--- src/rtl/qseq_pkg.sv ---
package qseq_pkg;
  localparam int NPH  = 4;
  localparam int HALF = NPH / 2;
  localparam int IQ1  = 0;
  localparam int IQ2  = 1;
  localparam int IQ3  = 2;
  localparam int IQ4  = 3;
endpackage

--- src/rtl/qseq_phase_gen.sv ---
module qseq_phase_gen
  import qseq_pkg::*;
(
  input  logic           clk,
  input  logic           rst,
  output logic [NPH-1:0] ph,
  output logic           clk_out
);
  logic [NPH-1:0] ph_nxt;

  // rotate the one-hot phase left by one position
  for (genvar i = 0; i < NPH; i++) begin : g_rot
    assign ph_nxt[i] = ph[(i + NPH - 1) % NPH];
  end

  always_ff @(posedge clk) begin
    if (rst) begin
      ph      <= {{(NPH-1){1'b0}}, 1'b1};
      clk_out <= 1'b1;
    end else begin
      ph      <= ph_nxt;
      clk_out <= |ph_nxt[HALF-1:0];
    end
  end
endmodule

--- src/rtl/qseq_fetch.sv ---
module qseq_fetch #(
  parameter int ADDR_W = 12,
  parameter int WORD_W = 14
) (
  input  logic              clk,
  input  logic              rst,
  input  logic              ph_q1,
  input  logic              ph_q4,
  input  logic              br_take,
  input  logic [ADDR_W-1:0] br_target,
  input  logic [WORD_W-1:0] pmem_data,
  output logic [ADDR_W-1:0] pmem_addr,
  output logic [WORD_W-1:0] fl_word,
  output logic              fl_valid
);
  logic [ADDR_W-1:0] next_pc;

  always_ff @(posedge clk) begin
    if (rst) begin
      next_pc   <= '0;
      pmem_addr <= '0;
      fl_word   <= '0;
      fl_valid  <= 1'b0;
    end else begin
      if (ph_q1) begin
        pmem_addr <= next_pc;
        next_pc   <= next_pc + 1'b1;
      end
      if (ph_q4) begin
        if (br_take) begin
          next_pc  <= br_target;
          fl_word  <= '0;
          fl_valid <= 1'b0;
        end else begin
          fl_word  <= pmem_data;
          fl_valid <= 1'b1;
        end
      end
    end
  end
endmodule

--- src/rtl/qseq_exec.sv ---
module qseq_exec #(
  parameter int WORD_W = 14
) (
  input  logic              clk,
  input  logic              rst,
  input  logic              ph_q1,
  input  logic              ph_q2,
  input  logic              ph_q4,
  input  logic              br_req,
  input  logic [WORD_W-1:0] fl_word,
  input  logic              fl_valid,
  output logic [WORD_W-1:0] ir_word,
  output logic              ir_is_nop,
  output logic              rd_stb,
  output logic              wr_stb,
  output logic              br_take
);
  always_ff @(posedge clk) begin
    if (rst) begin
      ir_word   <= '0;
      ir_is_nop <= 1'b1;
    end else if (ph_q1) begin
      ir_word   <= fl_word;
      ir_is_nop <= ~fl_valid;
    end
  end

  assign rd_stb  = ph_q2 & ~ir_is_nop;
  assign wr_stb  = ph_q4 & ~ir_is_nop;
  assign br_take = ph_q4 & br_req & ~ir_is_nop;
endmodule

--- src/rtl/qseq_core.sv ---
module qseq_core
  import qseq_pkg::*;
#(
  parameter int ADDR_W = 12,
  parameter int WORD_W = 14
) (
  input  logic              clk,
  input  logic              rst,
  output logic [ADDR_W-1:0] pmem_addr,
  input  logic [WORD_W-1:0] pmem_data,
  input  logic              br_req,
  input  logic [ADDR_W-1:0] br_target,
  output logic [NPH-1:0]    q_phase,
  output logic              clk_out,
  output logic [WORD_W-1:0] ir_word,
  output logic              ir_is_nop,
  output logic              rd_stb,
  output logic              wr_stb
);
  logic [NPH-1:0]    ph;
  logic              br_take;
  logic [WORD_W-1:0] fl_word;
  logic              fl_valid;

  qseq_phase_gen u_phase (
    .clk     (clk),
    .rst     (rst),
    .ph      (ph),
    .clk_out (clk_out)
  );

  qseq_fetch #(.ADDR_W(ADDR_W), .WORD_W(WORD_W)) u_fetch (
    .clk       (clk),
    .rst       (rst),
    .ph_q1     (ph[IQ1]),
    .ph_q4     (ph[IQ4]),
    .br_take   (br_take),
    .br_target (br_target),
    .pmem_data (pmem_data),
    .pmem_addr (pmem_addr),
    .fl_word   (fl_word),
    .fl_valid  (fl_valid)
  );

  qseq_exec #(.WORD_W(WORD_W)) u_exec (
    .clk       (clk),
    .rst       (rst),
    .ph_q1     (ph[IQ1]),
    .ph_q2     (ph[IQ2]),
    .ph_q4     (ph[IQ4]),
    .br_req    (br_req),
    .fl_word   (fl_word),
    .fl_valid  (fl_valid),
    .ir_word   (ir_word),
    .ir_is_nop (ir_is_nop),
    .rd_stb    (rd_stb),
    .wr_stb    (wr_stb),
    .br_take   (br_take)
  );

  assign q_phase = ph;
endmodule

--- config.mk ---
export PLATFORM = sky130hd
export DESIGN_NAME = qseq_core
export DESIGN_NICKNAME = d
export VERILOG_FILES = /design/src/rtl/qseq_pkg.sv /design/src/rtl/qseq_phase_gen.sv /design/src/rtl/qseq_fetch.sv /design/src/rtl/qseq_exec.sv /design/src/rtl/qseq_core.sv
export SDC_FILE = /design/constraint.sdc
export NUM_CORES = 1
export LEC_CHECK = 0
export CAP_MARGIN = 10
export CORE_MARGIN = 8
export CORE_UTILIZATION = 50
export DETAILED_ROUTE_END_ITERATION = 7
export DONT_BUFFER_PORTS = 1
export SETUP_SLACK_MARGIN = 0.02
export SLEW_MARGIN = 10
export SYNTH_ARGS = -nofsm -noshare
export SYNTH_HDL_FRONTEND = slang
export SYNTH_SLANG_ARGS = --single-unit
--- constraint.sdc ---
create_clock -name clk -period 3.87 [get_ports clk]
set_clock_uncertainty 0.2 [all_clocks]
set_input_delay 0.387 -clock clk [delete_from_list [all_inputs] [get_ports clk]]
set_output_delay 0.387 -clock clk [all_outputs]
set_load 0.1 [all_outputs]
==> results.yml <==
grt:
  antenna_found_initial: 0
  grt_overflow: 0
  grt_start_max_net_pins: 43
  grt_pass1_wl_mm: 7.67
  met1_usage: 0.149
  grt_util_met2: 0.207
  track_usage: 0.136
  met3_usage: 0.0869
  grt_pass1_vias: 1579
  top_usage_layer: "met2"
yosys:
  synthesis.area_um2: 2240
  yosys-top-cells-area: "dfxtp_1 53%, mux2i_1 12%, nor2_1 7.2%"
  ys.flop_type: "dfxtp_1"
  synth_cell_types: 28
  ys_async_sr_fraction: 0
  synth_seq_area_share: 0.528
  syn_inst: 213
  syn-num-nets: 243
  yosys.area.top_type: "dfxtp_1"
  synth_top_area_share: 0.528
  synth_seq_cells: 59
  synth-warning-count: 0
  synth_edf_count: 0
  syn_avg_cell_area_um2: 10.5
floorplan:
  core-area_um2: 4320
  die_area_um2: 6870
  initial_core_util: 0.517
  io_pins: 63
  die_h_um: 82.9
  rows: 24
  fp.dieW_um: 82.9
route:
  drc: 0
  dr.pass1.iters: 4
  num_vias: 1552
  ant_nets: 0
  drt_iter0_markers: 60
  vias_per_cell: 5.45
  wl_per_cell_um: 16.6
  drt-total-wl_mm: 4.74
pwr:
  p_seq_frac: 0.494
  ir_worst_vdd_mv: 0.226
  p_switching_uw: 316
  leakagePower_nw: 1.05
  power.clock.fraction: 0.451
  intPower_mw: 1.03
  p_per_area_nw_per_um2: 508
  sw_frac_of_total: 0.236
  finalPower_mw: 1.34
  p_comb_frac: 0.055
clocking:
  cts_max_level: 3
  worstSkewPairLatency_ns: 0.33
  path_clk_slew_ns: 0.06
  root_buffer: "clkbuf_8"
  cts_buffers: 9
  cts_tree: "done"
  clock-sinks: 59
  clk_path_buf_depth: 2
worst_setup_path:
  cpMaxStageDelayCell: "nand2_1"
  cp_cell_sequence: "buf_4, nor2b_2, buf_4, nand2_1, nand2b_1, o22ai_1"
  arrival_ns: 2.34
  required_ns: 3.85
  slowest_delay_ns: 0.52
  critical-path-top-delay-family: "simple AND/OR/NAND/NOR gates"
  cp-start-kind: "register"
  worstPathMaxFanout: 24
  crit_top_cell: "buf_4"
  cp-end-kind: "register"
  crit_type: "reg2reg"
  crit_buf_inv: 2
sta:
  rsz0062_at_grt: "no"
  relSlewSlack: 0.248
  setup_viol: 0
  hold_viol_final: 0
  setup_ws_ns: 1.51
  fin_crit_ns: 2.36
  clock.fmax_mhz: 423
  worstMarginPinSlew_ns: 1.12
  final.setup.tns_ns: 0
  drv_slew: 0
  fin_crit_sh: 0.610
layout:
  layout_common_cells: "58 x dfxtp_1, 43 x nor2_1, 27 x mux2i_1"
  fillCellCount: 372
  layout_commonest_cell: "dfxtp_1"
  final_util: 0.611
  syn_to_final_growth_pct: 18.2
  n_antenna_cell: 0
  drive_gt1_frac: 0.146
  finalNetCount: 259
placement:
  portBuffers: 0
  hpwl_mm: 3.25
  gp_congestion: 0.753
  dp_slack_ns: 1.52
worst_hold_path:
  hold_path.class: "in2reg"
outcome:
  status: "complete, no violations"
flow_run:
  cap_violations: 0
[logic make-up (layout without fill, tap and decap cells)]
logic type	count (synthesis)	after routing	share of synthesized area
compound gates	27	27	0.101
buf+inv	18	38	0.0414
simple gates	70	70	0.160
xor+xnor	11	11	0.0431
fa+ha+maj	1	1	0.00559
mux	27	27	0.121
flops	59	59	0.528
[cells in the mapped netlist, drive strengths merged, types with 2 or more instances]
library cell  count
nor3              4
nand2b            3
mux2i            27
inv               2
xor2              3
dfxtp            59
xnor2             8
nor2             43
buf              13
nand3             2
a211oi           11
clkbuf            3
a22o             14
nand2             5
nor2b             6
nand4             5
[path summary, 6_finish.rpt]
kind	startpoint	endpoint	slack [ns]	cells past startpoint
hold reg to reg	u_fetch.fl_valid$_SDFFE_PP0P_	u_fetch.fl_valid$_SDFFE_PP0P_	0.27	2
setup / recovery	u_phase.ph[3]$_SDFF_PP0_	u_fetch.next_pc[9]$_SDFF_PP0_	1.51	6
hold / removal	br_target[9]	u_fetch.next_pc[9]$_SDFF_PP0_	0.03	2
setup reg to reg	u_phase.ph[3]$_SDFF_PP0_	u_fetch.next_pc[9]$_SDFF_PP0_	1.51	6
[sequential cells by signal, summed over array words and instances, names as in the netlist]
name               cells
u_fetch.fl_valid       1
u_fetch.fl_word       14
u_phase.ph             4
u_phase.clk_out        1
u_fetch.pmem_addr     12
u_exec.ir_word        14
u_exec.ir_is_nop       1
u_fetch.next_pc       12
[through the flow]
stage	instance area, µm²	cells	hold slack, ns
5_1_grt	2640	285	0.0152
3_3_place_gp	2270	255	0.259
3_5_place_dp	2270	255	0.256
2_1_floorplan	2240	213	0.235
4_1_cts	2640	285	0.0168
6_report	2640	285	0.0298
[layer usage]
layer / up-vias / share of wire
met5: - / 0
met4: 0 / 0.014
met3: 9 / 0.10
met2: 50 / 0.46
met1: 730 / 0.43
li1: 763 / -
[timing repair]
action | in CTS | in global routing
buffers inserted | 0 | 0
hold endpoints to repair | 56 | 0
hold buffers | 15 | 0
resized for setup | 0 | 0
setup endpoints to repair | 0 | 0
[cell type report]
class	instances	area [µm²]	share of cell area
multi-input cells	136	968	0.366
clock buffers	10	138	0.0521
clock inverters	5	77.6	0.0293
flip-flops and latches	59	1180	0.447
repair buffers	21	205	0.0776
inverters	2	7.51	0.00284
well taps	52	65.1	0.0246
[power by group through the flow]
stage / combinational (mW) / sequential, mW / clock (mW)
after floorplan: 0.0576 / 0.672 / 0
after global placement: 0.0524 / 0.676 / 0
after detailed placement: 0.0536 / 0.677 / 0
after CTS: 0.0744 / 0.663 / 0.616
after global routing: 0.0792 / 0.665 / 0.647
final: 0.0740 / 0.663 / 0.606
Note: power is estimated with default switching activity, not from simulation.
